$ cat src/rtl/mac_pkg.sv
`timescale 1ns/1ps
package mac_pkg;
  // Strobes from control to datapath
  typedef struct packed {
    logic loadEn;     // register takes a new value this edge
    logic dropFeed;   // feed zero instead of accumulator into the array
    logic forceZero;  // load zero instead of the array result
  } macStrobe_t;

  localparam int DEF_OP_W  = 16;
  localparam int DEF_ACC_W = 32;
endpackage

$ cat src/rtl/mac_ctrl.sv
`timescale 1ns/1ps
module mac_ctrl
  import mac_pkg::*;
(
  input  logic       accEn,
  input  logic       clr,
  output macStrobe_t strobe
);
  always_comb begin
    strobe.loadEn    = accEn | clr;
    strobe.dropFeed  = clr;
    strobe.forceZero = clr & ~accEn;
  end
endmodule

$ cat src/rtl/mac_booth_recoder.sv
`timescale 1ns/1ps
module mac_booth_recoder #(
  parameter int OP_W  = 16,
  parameter int ACC_W = 32,
  localparam int NPP  = OP_W / 2
) (
  input  logic [OP_W-1:0]             mcand,
  input  logic [OP_W-1:0]             mplier,
  output logic [NPP-1:0][ACC_W-1:0]   ppVec,
  output logic [ACC_W-1:0]            corrVec
);
  logic [OP_W:0]      mplierPad;
  logic [ACC_W-1:0]   mcandExt;
  logic [NPP-1:0]     digNeg;

  assign mplierPad = {mplier, 1'b0};
  assign mcandExt  = {{(ACC_W-OP_W){mcand[OP_W-1]}}, mcand};

  for (genvar i = 0; i < NPP; i++) begin : g_digit
    logic [2:0]       win;
    logic             selOne;
    logic             selTwo;
    logic [ACC_W-1:0] mag;
    logic [ACC_W-1:0] signedMag;

    assign win    = mplierPad[2*i+2 -: 3];
    assign selOne = win[1] ^ win[0];
    assign selTwo = (win[2] & ~win[1] & ~win[0]) | (~win[2] & win[1] & win[0]);
    assign digNeg[i] = win[2];

    always_comb begin
      if (selOne)      mag = mcandExt;
      else if (selTwo) mag = mcandExt << 1;
      else             mag = '0;
      signedMag = win[2] ? ~mag : mag;
    end

    assign ppVec[i] = signedMag << (2*i);
  end

  always_comb begin
    corrVec = '0;
    for (int k = 0; k < NPP; k++) corrVec[2*k] = digNeg[k];
  end
endmodule

$ cat src/rtl/mac_csa_row.sv
`timescale 1ns/1ps
module mac_csa_row #(
  parameter int ACC_W = 32
) (
  input  logic [ACC_W-1:0] inSum,
  input  logic [ACC_W-1:0] inCarry,
  input  logic [ACC_W-1:0] inPp,
  output logic [ACC_W-1:0] outSum,
  output logic [ACC_W-1:0] outCarry
);
  logic [ACC_W-1:0] maj;
  for (genvar b = 0; b < ACC_W; b++) begin : g_fa
    assign outSum[b] = inSum[b] ^ inCarry[b] ^ inPp[b];
    assign maj[b]    = (inSum[b] & inCarry[b]) | (inSum[b] & inPp[b]) | (inCarry[b] & inPp[b]);
  end
  // carry already aligned to the next weight
  assign outCarry = {maj[ACC_W-2:0], 1'b0};
endmodule

$ cat src/rtl/mac_csa_array.sv
`timescale 1ns/1ps
module mac_csa_array #(
  parameter int OP_W  = 16,
  parameter int ACC_W = 32,
  localparam int NPP  = OP_W / 2
) (
  input  logic [ACC_W-1:0]           feedVal,
  input  logic [ACC_W-1:0]           corrVec,
  input  logic [NPP-1:0][ACC_W-1:0]  ppVec,
  output logic [ACC_W-1:0]           total
);
  logic [ACC_W-1:0] rowSum   [NPP+1];
  logic [ACC_W-1:0] rowCarry [NPP+1];

  // accumulator and correction bits enter the top row
  assign rowSum[0]   = feedVal;
  assign rowCarry[0] = corrVec;

  for (genvar r = 0; r < NPP; r++) begin : g_row
    mac_csa_row #(.ACC_W(ACC_W)) u_row (
      .inSum   (rowSum[r]),
      .inCarry (rowCarry[r]),
      .inPp    (ppVec[r]),
      .outSum  (rowSum[r+1]),
      .outCarry(rowCarry[r+1])
    );
  end

  assign total = rowSum[NPP] + rowCarry[NPP];
endmodule

$ cat src/rtl/mac_datapath.sv
`timescale 1ns/1ps
module mac_datapath
  import mac_pkg::*;
#(
  parameter int OP_W  = 16,
  parameter int ACC_W = 32,
  localparam int NPP  = OP_W / 2
) (
  input  logic             clk,
  input  logic             rst,
  input  macStrobe_t       strobe,
  input  logic [OP_W-1:0]  opA,
  input  logic [OP_W-1:0]  opB,
  output logic [ACC_W-1:0] accQ
);
  logic [NPP-1:0][ACC_W-1:0] ppVec;
  logic [ACC_W-1:0]          corrVec;
  logic [ACC_W-1:0]          feedVal;
  logic [ACC_W-1:0]          arrTotal;

  mac_booth_recoder #(.OP_W(OP_W), .ACC_W(ACC_W)) u_booth (
    .mcand  (opA),
    .mplier (opB),
    .ppVec  (ppVec),
    .corrVec(corrVec)
  );

  assign feedVal = strobe.dropFeed ? '0 : accQ;

  mac_csa_array #(.OP_W(OP_W), .ACC_W(ACC_W)) u_array (
    .feedVal(feedVal),
    .corrVec(corrVec),
    .ppVec  (ppVec),
    .total  (arrTotal)
  );

  always_ff @(posedge clk) begin
    if (rst)                   accQ <= '0;
    else if (strobe.loadEn)    accQ <= strobe.forceZero ? '0 : arrTotal;
  end

  // reset empties the register (checked without disable on reset)
  p_reset_zero_r1: assert property (@(posedge clk) rst |=> accQ == '0);
endmodule

$ cat src/rtl/booth_mac.sv
`timescale 1ns/1ps
module booth_mac
  import mac_pkg::*;
#(
  parameter int OP_W  = DEF_OP_W,
  parameter int ACC_W = DEF_ACC_W
) (
  input  logic             clk,
  input  logic             rst,
  input  logic             accEn,
  input  logic             clr,
  input  logic [OP_W-1:0]  opA,
  input  logic [OP_W-1:0]  opB,
  output logic [ACC_W-1:0] accOut
);
  macStrobe_t strobe;

  mac_ctrl u_ctrl (
    .accEn (accEn),
    .clr   (clr),
    .strobe(strobe)
  );

  mac_datapath #(.OP_W(OP_W), .ACC_W(ACC_W)) u_dp (
    .clk   (clk),
    .rst   (rst),
    .strobe(strobe),
    .opA   (opA),
    .opB   (opB),
    .accQ  (accOut)
  );

  // Reference product built by plain signed multiply, not by the Booth array
  logic [ACC_W-1:0] refProd;
  assign refProd = $signed({{(ACC_W-OP_W){opA[OP_W-1]}}, opA})
                 * $signed({{(ACC_W-OP_W){opB[OP_W-1]}}, opB});

  // accumulate with modulo-2^ACC_W wrap
  p_accumulate_r2: assert property (@(posedge clk) disable iff (rst)
    (accEn && !clr) |=> accOut == $past(accOut + refProd));

  p_hold_r3: assert property (@(posedge clk) disable iff (rst)
    (!accEn && !clr) |=> $stable(accOut));

  p_clear_zero_r4: assert property (@(posedge clk) disable iff (rst)
    (clr && !accEn) |=> accOut == '0);

  p_load_product_r5: assert property (@(posedge clk) disable iff (rst)
    (clr && accEn) |=> accOut == $past(refProd));
endmodule

$ cat config.mk
export PLATFORM = sky130hd
export DESIGN_NAME = booth_mac
export DESIGN_NICKNAME = d
export VERILOG_FILES = /design/src/rtl/mac_pkg.sv /design/src/rtl/mac_ctrl.sv /design/src/rtl/mac_booth_recoder.sv /design/src/rtl/mac_csa_row.sv /design/src/rtl/mac_csa_array.sv /design/src/rtl/mac_datapath.sv /design/src/rtl/booth_mac.sv
export SDC_FILE = /design/constraint.sdc
export NUM_CORES = 1
export LEC_CHECK = 0
export BUFFER_PORTS_ARGS = -buffer_cell sky130_fd_sc_hd__buf_4
export CORE_UTILIZATION = 40
export DETAILED_ROUTE_END_ITERATION = 10
export GPL_TIMING_DRIVEN = 1
export MAX_ROUTING_LAYER = met4
export RECOVER_POWER = 25
export SYNTH_ARGS = -nofsm -noshare
export SYNTH_HDL_FRONTEND = slang
export SYNTH_HIERARCHICAL = 1
export SYNTH_SLANG_ARGS = --single-unit
$ cat constraint.sdc
create_clock -name clk -period 10.94 [get_ports clk]
set_input_delay 1.641 -clock clk [delete_from_list [all_inputs] [get_ports clk]]
set_output_delay 1.641 -clock clk [all_outputs]
set_load 0.03 [all_outputs]
# Word level (Yosys, flattened, before mapping)
# Cells that the tools add are included.
word_totals:
  regBits: 32
  word_cells: 1398
op_classes:
  addsub: 1
  muxes: 26
  bitwise: 1370
op_table:
  columns: ["op", "n"]
  rows:
  - ["1-bit AND", 588]
  - ["1-bit XOR", 411]
  - ["1-bit bitwise OR", 346]
  - ["32-bit 2-to-1 mux", 5]
  - ["30-bit 2-to-1 mux", 3]
  - ["28-bit 2-to-1 mux", 3]
  - ["26-bit 2-to-1 mux", 3]
  - ["24-bit 2-to-1 mux", 3]
  - ["22-bit 2-to-1 mux", 3]
  - ["20-bit 2-to-1 mux", 3]
  - ["18-bit 2-to-1 mux", 3]
  - ["32-bit adder", 1]
  - ["32-bit inverter", 1]
  - ["30-bit inverter", 1]
  - ["28-bit inverter", 1]
  - ["26-bit inverter", 1]
  - ["24-bit inverter", 1]
  - ["22-bit inverter", 1]
  - ["20-bit inverter", 1]
  - ["18-bit inverter", 1]
  - ["1-bit inverter", 17]

# Depth between registers and ports, before layout
# Gate-level depths: netlist (run 1).
depth:
  depth_word: 32
  mapped_depth: 25

# Hierarchy
# Netlist (run 1), hierarchy kept.
modules_own_cells:
  columns: ["mod", "instances", "cells_per_inst", "area_per_inst_um2", "seq_area_each_um2"]
  rows:
  - ["mac_booth_recoder", 1, 724, 5307.6, 0.0]
  - ["mac_csa_row", 8, 34, 655.6, 0.0]
  - ["mac_datapath", 1, 176, 1579.0, 640.6]
  - ["mac_csa_array", 1, 202, 1498.9, 0.0]
  - ["mac_ctrl", 1, 3, 20.0, 0.0]

# Worst setup path after synthesis (run 1)
# OpenSTA, ideal clock, no wires.
synth_timing:
  kind: "input -> register"
  startpoint: "in opB[0]"
  endpoint: "reg u_dp.accQ[30]"
  setup_time_ns: 0.070
  t_arrival_ns: 8.820
  setup_slack_ns: 2.049
  stages: 24
  cell_sequence: "buf_2 > nor2b_1 > clkbuf_1 > buf_2 > a22o_1 > fa_1 > fa_1 > fa_1 > fa_1 > fa_1 > fa_1 > fa_1 > fa_1 > ha_1 > a22o_1 > o22ai_1 > a21oi_1 > a311o_1 > a211o_1 > a21o_1 > a311oi_2 > xnor2_1 > nand3b_1 > a21oi_1"
synth_lines:
  columns: ["element", "line_no", "source"]
  rows:
  - ["start, declared", "booth_mac.sv:13", "input logic [OP_W-1:0] opB,"]
  - ["end signal, assigned", "mac_datapath.sv:39", "else if (strobe.loadEn) accQ <= strobe.forceZero ? '0 : arrTotal;"]
  - ["end, declared", "mac_datapath.sv:14", "output logic [ACC_W-1:0] accQ"]

==> results of run 1 <==
## cells in the final DEF, fill, tap and decap left out, drive strengths merged, types with 30 or more instances in the layout
master,count
dfxtp,32
nand3b,32
xnor2,32
and2,30
conb,88
a21oi,63
nand2b,34
buf,56
fa,249
ha,31
o211ai,90
a21o,119
nor2b,38
a222oi,85
## per-stage QoR
stage,instances,hold WS [ns]
after global placement,1667,0.4713
after detailed placement,1667,0.4758
after CTS,1675,0.4892
after global routing,1675,0.5073
final,1676,0.4824
after floorplan,1456,0.5925
## Yosys cell counts, types with 16 or more instances
cell | n | area [um^2]
sky130_fd_sc_hd__dfxtp_1 | 32 | 640.6
sky130_fd_sc_hd__a21o_1 | 119 | 893.4
sky130_fd_sc_hd__o211ai_1 | 90 | 675.7
sky130_fd_sc_hd__nor2_1 | 21 | 78.83
sky130_fd_sc_hd__xnor2_1 | 32 | 280.3
sky130_fd_sc_hd__nor2b_1 | 38 | 237.7
sky130_fd_sc_hd__o221ai_1 | 20 | 175.2
sky130_fd_sc_hd__nand2b_1 | 29 | 181.4
sky130_fd_sc_hd__fa_1 | 249 | 4985
sky130_fd_sc_hd__and2_1 | 29 | 181.4
sky130_fd_sc_hd__a21oi_1 | 62 | 310.3
sky130_fd_sc_hd__ha_1 | 31 | 387.9
sky130_fd_sc_hd__clkbuf_1 | 74 | 277.8
sky130_fd_sc_hd__buf_4 | 180 | 1351
sky130_fd_sc_hd__nand2_1 | 27 | 101.4
sky130_fd_sc_hd__a222oi_1 | 85 | 850.8
sky130_fd_sc_hd__a22o_1 | 16 | 140.1
sky130_fd_sc_hd__nand3b_1 | 32 | 240.2
sky130_fd_sc_hd__buf_2 | 39 | 195.2
## final timing paths
path | from | to | slack (ns) | cells after the start
worst max register to register | u_dp/accQ[6] | u_dp/accQ[30] | 3.62 | 20
worst min-delay path | u_dp/accQ[11] | u_dp/accQ[11] | 0.48 | 2
worst max-delay path | opB[0] | u_dp/accQ[30] | 1.30 | 21
worst min register to register | u_dp/accQ[11] | u_dp/accQ[11] | 0.48 | 2
## kinds of logic after synthesis
group	Yosys count	share of synthesized area
other cells	9	0.002475
compound gates	459	0.2635
flops	32	0.04693
xor+xnor	54	0.04345
fa+ha+maj	280	0.3936
mux	16	0.01182
buf+inv	319	0.1476
simple gates	208	0.09065
## layer usage
layer / vias to the layer above / part of all wire / track usage
li1: 4474 / - / -
met1: 5015 / 0.42 / 0.2727
met2: 365 / 0.50 / 0.3360
met3: 46 / 0.051 / 0.02708
met4: 0 / 0.031 / 0.05832
met5: - / 0 / -
## worst max-delay path, cell delays in order
cell	delay (ns)
sky130_fd_sc_hd__buf_4	0.25
sky130_fd_sc_hd__nor2b_1	0.94
sky130_fd_sc_hd__mux2_2	0.69
sky130_fd_sc_hd__fa_1	0.54
sky130_fd_sc_hd__fa_1	0.52
sky130_fd_sc_hd__fa_1	0.52
sky130_fd_sc_hd__fa_1	0.53
sky130_fd_sc_hd__fa_1	0.52
sky130_fd_sc_hd__fa_1	0.55
sky130_fd_sc_hd__fa_1	0.55
sky130_fd_sc_hd__fa_1	0.49
sky130_fd_sc_hd__ha_1	0.39
sky130_fd_sc_hd__nor2b_1	0.17
sky130_fd_sc_hd__o21ai_0	0.20
sky130_fd_sc_hd__a21oi_1	0.14
sky130_fd_sc_hd__a211o_1	0.27
sky130_fd_sc_hd__a21o_1	0.21
sky130_fd_sc_hd__a311oi_2	0.29
sky130_fd_sc_hd__xnor2_1	0.15
sky130_fd_sc_hd__nand3b_1	0.09
sky130_fd_sc_hd__a21oi_1	0.18
## final cells by class
type / instances / area, um^2
fill: 3427 / 20360
multi-input combinational: 1105 / 11300
sequential: 32 / 640.6
tap: 448 / 560.5
timing repair buffer: 72 / 480.5
clock buffer: 6 / 138.9
inverter: 10 / 37.54
clock inverter: 2 / 10.01
antenna: 1 / 2.502
==> impl_summary.md, run 1 <==
Outcome
The run finished with clean final reports.

Route
The final wirelength is 34.91 mm. The average detailed-routed wire length per instance is 20.83 um. The first detailed-routing pass took 10 iterations. Dividing the detail-routed via count by the number of cells gives 5.907. The via total after detailed routing is between 9000 and 10000.

The post-detailed-route count of antenna-violating nets is 0. The number of DRC markers after the initial detailed-route iteration is 1422. The count of unresolved DRC violations after routing is 0.

Yosys
After synthesis, the share of flip-flops with an asynchronous set or reset is 0. The synthesized netlist occupies a cell area of 13650 um^2. The distinct cell type count of the synthesized netlist is between 50 and 60.

The number of flops mapped to enable cells by yosys is 0. The instance count of the mapped netlist is 1377. A synthesized cell averages approximately 9.9 um^2. In the synthesized netlist the dominant register cell turns out to be sky130_fd_sc_hd__dfxtp_1. The number of warnings printed during yosys synthesis is 6. For this run, the register share of the synthesized area comes to 0.04693. After synthesis the netlist holds a flip-flop and latch count of 32.

CTS
Buffers inserted to repair hold after CTS numbered 0. The number of buffers on the longest clock path is 2. The CTS H-tree depth is 2.

Counting the buffers created by CTS gives 5. The post-CTS resize count is 0. TritonCTS built the clock tree. The later pin in the worst-skew pair is clocked with a latency of 0.28 ns. Clock tree synthesis found a total of 32 sinks. The post-CTS repair timing setup buffer count is 0. The clock-pin slew reported for the worst setup and hold paths after clock tree synthesis is approximately 0.060 ns. The tree is rooted in a sky130_fd_sc_hd__clkbuf_16.

Min path
The path class of the tightest hold or removal check is reg2reg.

Floorplanning
Measured along the x axis, the die boundary spans 186.7 um. 68 I/O pins were placed. The die covers 34870 um^2. The die is 186.7 um tall. The starting density of the core is 0.4071. The total area inside the core boundary comes to 33530 um^2.

The total number of placement rows is 67.

Place
During placement, the flow inserted port buffers numbering 67. Prior to clock tree synthesis, the placed netlist has a worst setup slack of ~1.1 ns. The placed instances occupy a cell area of 13080 um^2.

The HPWL after detailed placement is 27.00 mm. At the end of routability-driven placement, the weighted congestion stood at 0.8888.

STA
The final setup skew is 0.004984 ns. The post-route setup TNS is 0 ns. The total count of hold-check failures in the final report is 0.

The fmax is between 100 and 150 MHz. Setup repair after global routing left no endpoint under its margin. Of the available clock period, the critical path in the final layout requires 0.8812. The worst pin sits at a relative slew slack of 0.2368.

The final setup violation count is 0. The smallest clock period supported by the final layout is computed as 9.640 ns. The worst path meets setup with 1.300 ns of slack.

The actual transition at the worst max-transition pin is ~1.1 ns. The number of pins with negative max-slew slack in the final report is 0.

Final layout
At the end of the flow the core is filled with cells to 0.3927. The final layout contains 1542 nets. The top register by number of flip-flops is u_dp/accQ.

The register with the most flip-flops in the layout has 32 of them. Of the cells placed in the final design, the portion with a size suffix greater than 1 is 0.07416. The post-synthesis to final-layout area growth is -3.529%. In the final layout, the registers with the most flip-flops are u_dp/accQ x32.

The total non-filler cell area in the finished layout is 13170 um^2.

GRT
Entering global routing, the biggest net connects 65 pins. The number of global-route vias before repair was 9707. The sum of overflow across all layers after global routing is 0. The overall fraction of global-route tracks in use is 0.2076. The number of antenna violations at the first check in global routing is 0.

The first global-routing pass estimated 55.88 mm of wire.

Setup path
The element type at the critical path end is a register. STA classifies the critical path startpoint as an input port. The critical path in this run is classified as in2reg. At the worst endpoint, the arrival time is just under 10 ns. The critical path data required time is 11.15 ns. The highest fanout seen on the critical path is 17.

Flow run
Across the run, the number of max-cap violations was 0.
Power of run 1 is not shown: default switching activity piles up to over one toggle a cycle in this logic, so the estimate is an artifact.
==> run 2, diff against run 1 <==
clock period = 10.4 ns   (was 10.94 ns; I/O delays follow)
==> run 2 against run 1 <==
Compared with the run above:
- register-to-register slack got worse by 0.58 ns
- non-clock buffer count increased by 1
- count of clock-buffer cells in the layout increased by 2
- first-iteration DRC count decreased by 0.84%
- worst setup slack improved by 0.021 ns
- flip-flop and latch count unchanged
- sequential share of layout area about the same
- utilization about the same
- hold slack improved by 0.0026 ns
- critical path depth increased by 2
==> impl_summary.md, run 2 (synthesized netlist as in run 1, its figures left out) <==
CTS
TritonCTS built the clock tree. Post-CTS repair changed the size of 0 cells. In this run the deepest clock path goes through 2 buffers. The post-CTS repair timing setup buffer count is 0. The tree built by TritonCTS fans out to 32 sinks. The CTS H-tree depth is 2. Clock tree synthesis selected as its root buffer the cell sky130_fd_sc_hd__clkbuf_16. Clock tree synthesis inserted a total of 5 buffers.

At the later pin of the worst-skew pair, clock insertion delay measures roughly 0.28 ns. The total of hold buffers inserted after clock tree synthesis is 0. The clock-pin slew reported for the worst setup and hold paths after clock tree synthesis is 0.05 ns.

Final layout
The library cell used most frequently in the layout, excluding fill and tap cells, is sky130_fd_sc_hd__fa_1. The largest registers in the layout are u_dp/accQ x32. In the final layout, the share of cells above drive strength 1 is 0.07329. The total non-filler cell area in the finished layout is 13170 um^2.

The flip-flop count of the largest register after layout is 32. The post-synthesis to final-layout area growth is -3.492%. The net count of the finished layout is 1543. Leaving out fill and tap cells, the most frequent cells in the layout are sky130_fd_sc_hd__fa_1, sky130_fd_sc_hd__a21o_1, sky130_fd_sc_hd__o211ai_1.

The top register by number of flip-flops is u_dp/accQ.

Floorplanning
The starting density of the core is 0.4071. The floorplan step set the die height to 186.7 um. Measured along the x axis, the die boundary spans ~190 um. The total number of placement rows is 67. After floorplanning, the core was sized to cover 33530 um^2. The die covers 34870 um^2. 68 I/O pins were placed.

STA
At the pin with the least slew margin, the transition time is 1.084 ns. The total count of hold-check failures in the final report is 0. The fmax is 110.1 MHz.

Setup violations remaining at the end of the flow were counted as 0. Setup repair after global routing left no endpoint under its margin. The smallest clock period supported by the final layout is computed as slightly above 9 ns. The final setup skew is 0.003639 ns.

The final worst slack is 1.321 ns. The post-route setup TNS is 0 ns. The number of pins with negative max-slew slack in the final report is 0. The max-slew headroom at the worst pin is 0.2745. The period utilization is 0.8730.

GRT
Entering global routing, the biggest net connects 65 pins. The number of antenna violations at the first check in global routing is 1. The sum of overflow across all layers after global routing is 0. The number of global-route vias before repair is 9734. The first global-routing pass estimated 56.02 mm of wire.

For this run, the total global-route usage over all layers was measured as 0.2085.

Setup path
The nature of the critical path startpoint is an input port. Of all nets on the critical path, the largest fanout is 17. By startpoint and endpoint, the worst setup path is classified as in2reg.

The element type at the critical path end is a register. The critical path data required time is 10.61 ns. At the worst endpoint, the arrival time is 9.29 ns.

Route
Summed over all layers, the routed wires come to 35.26 mm. Dividing the detail-routed via count by the number of cells gives 5.866. The post-detailed-route count of antenna-violating nets is 0. The detailed router finished its first iteration with 1410 violations.

The count of unresolved DRC violations after routing is 0. In the final routed layout, each cell accounts on average for 21.03 um. The total iterations of the first detailed-routing run is 10. The via total after detailed routing is approximately 9800.

Outcome
The flow ran to the end, and the final reports show no timing, DRC or antenna violations.

Place
At the placement stage, the worst setup path has a slack of 1.058 ns. The count of buffers inserted at the top-level ports is 67. Routability-driven placement finished with a final weighted congestion of 0.8879. Once placement finished, the instance area stood at approximately 13000 um^2.

The detailed placer's ending HPWL is 26.93 mm.

Flow run
Across the run, the number of max-cap violations was 0.

Min path
The tightest min-delay check is of the reg2reg type.
==> run 2: cell types whose count changed in the layout (fill, tap and decap cells not counted) <==
cell,delta
sky130_fd_sc_hd__clkbuf_1,+2
sky130_fd_sc_hd__clkinv_2,-2
sky130_fd_sc_hd__buf_4,+1
==> run 2: final cells by class <==
class	count	area, um^2
Inverter	10	37.54
Fill cell	3413	20360
Multi-Input combinational cell	1105	11300
Timing Repair Buffer	73	488.0
Sequential cell	32	640.6
Clock buffer	8	146.4
Antenna cell	1	2.502
Tap cell	448	560.5
==> run 2: worst paths after layout <==
path         depth (start not counted)          start  slack, ns       endpoint
max reg2reg                         20   u_dp/accQ[9]       3.04  u_dp/accQ[30]
max                                 23         opB[0]       1.32  u_dp/accQ[31]
min reg2reg                          2  u_dp/accQ[19]       0.48  u_dp/accQ[19]
min                                  2  u_dp/accQ[19]       0.48  u_dp/accQ[19]
==> run 2: stage by stage <==
step	std cells	utilization	hold slack, ns
6_report	1677	0.3929	0.4850
2_1_floorplan	1456	-	0.5925
3_5_place_dp	1668	0.3902	0.4746
3_3_place_gp	1668	0.3902	0.4711
5_1_grt	1677	0.3929	0.5090
4_1_cts	1676	0.3946	0.4865
==> run 2: routing by layer <==
metal / vias up / part of all wire / track usage
li1: 4481 / - / -
met1: 4952 / 0.42 / 0.2760
met2: 352 / 0.49 / 0.3357
met3: 52 / 0.057 / 0.02520
met4: 0 / 0.032 / 0.05958
met5: - / 0 / -
==> run 2: worst max-delay path: stages <==
cell and delay [ns]:
sky130_fd_sc_hd__buf_4 0.26, sky130_fd_sc_hd__nor2b_1 0.17, sky130_fd_sc_hd__buf_4 0.23, sky130_fd_sc_hd__mux2_2 0.58, sky130_fd_sc_hd__fa_1 0.55, sky130_fd_sc_hd__fa_1 0.53
sky130_fd_sc_hd__fa_1 0.52, sky130_fd_sc_hd__fa_1 0.53, sky130_fd_sc_hd__fa_1 0.54, sky130_fd_sc_hd__fa_1 0.54, sky130_fd_sc_hd__fa_1 0.58, sky130_fd_sc_hd__fa_1 0.50
sky130_fd_sc_hd__ha_1 0.42, sky130_fd_sc_hd__a21oi_1 0.10, sky130_fd_sc_hd__o21ai_1 0.27, sky130_fd_sc_hd__o211ai_1 0.15, sky130_fd_sc_hd__a31oi_1 0.30, sky130_fd_sc_hd__nand2_1 0.15
sky130_fd_sc_hd__a21oi_1 0.20, sky130_fd_sc_hd__o41a_1 0.16, sky130_fd_sc_hd__xnor2_1 0.15, sky130_fd_sc_hd__nand3b_1 0.10, sky130_fd_sc_hd__a21oi_1 0.17
Power of run 2 is left out for the same reason.
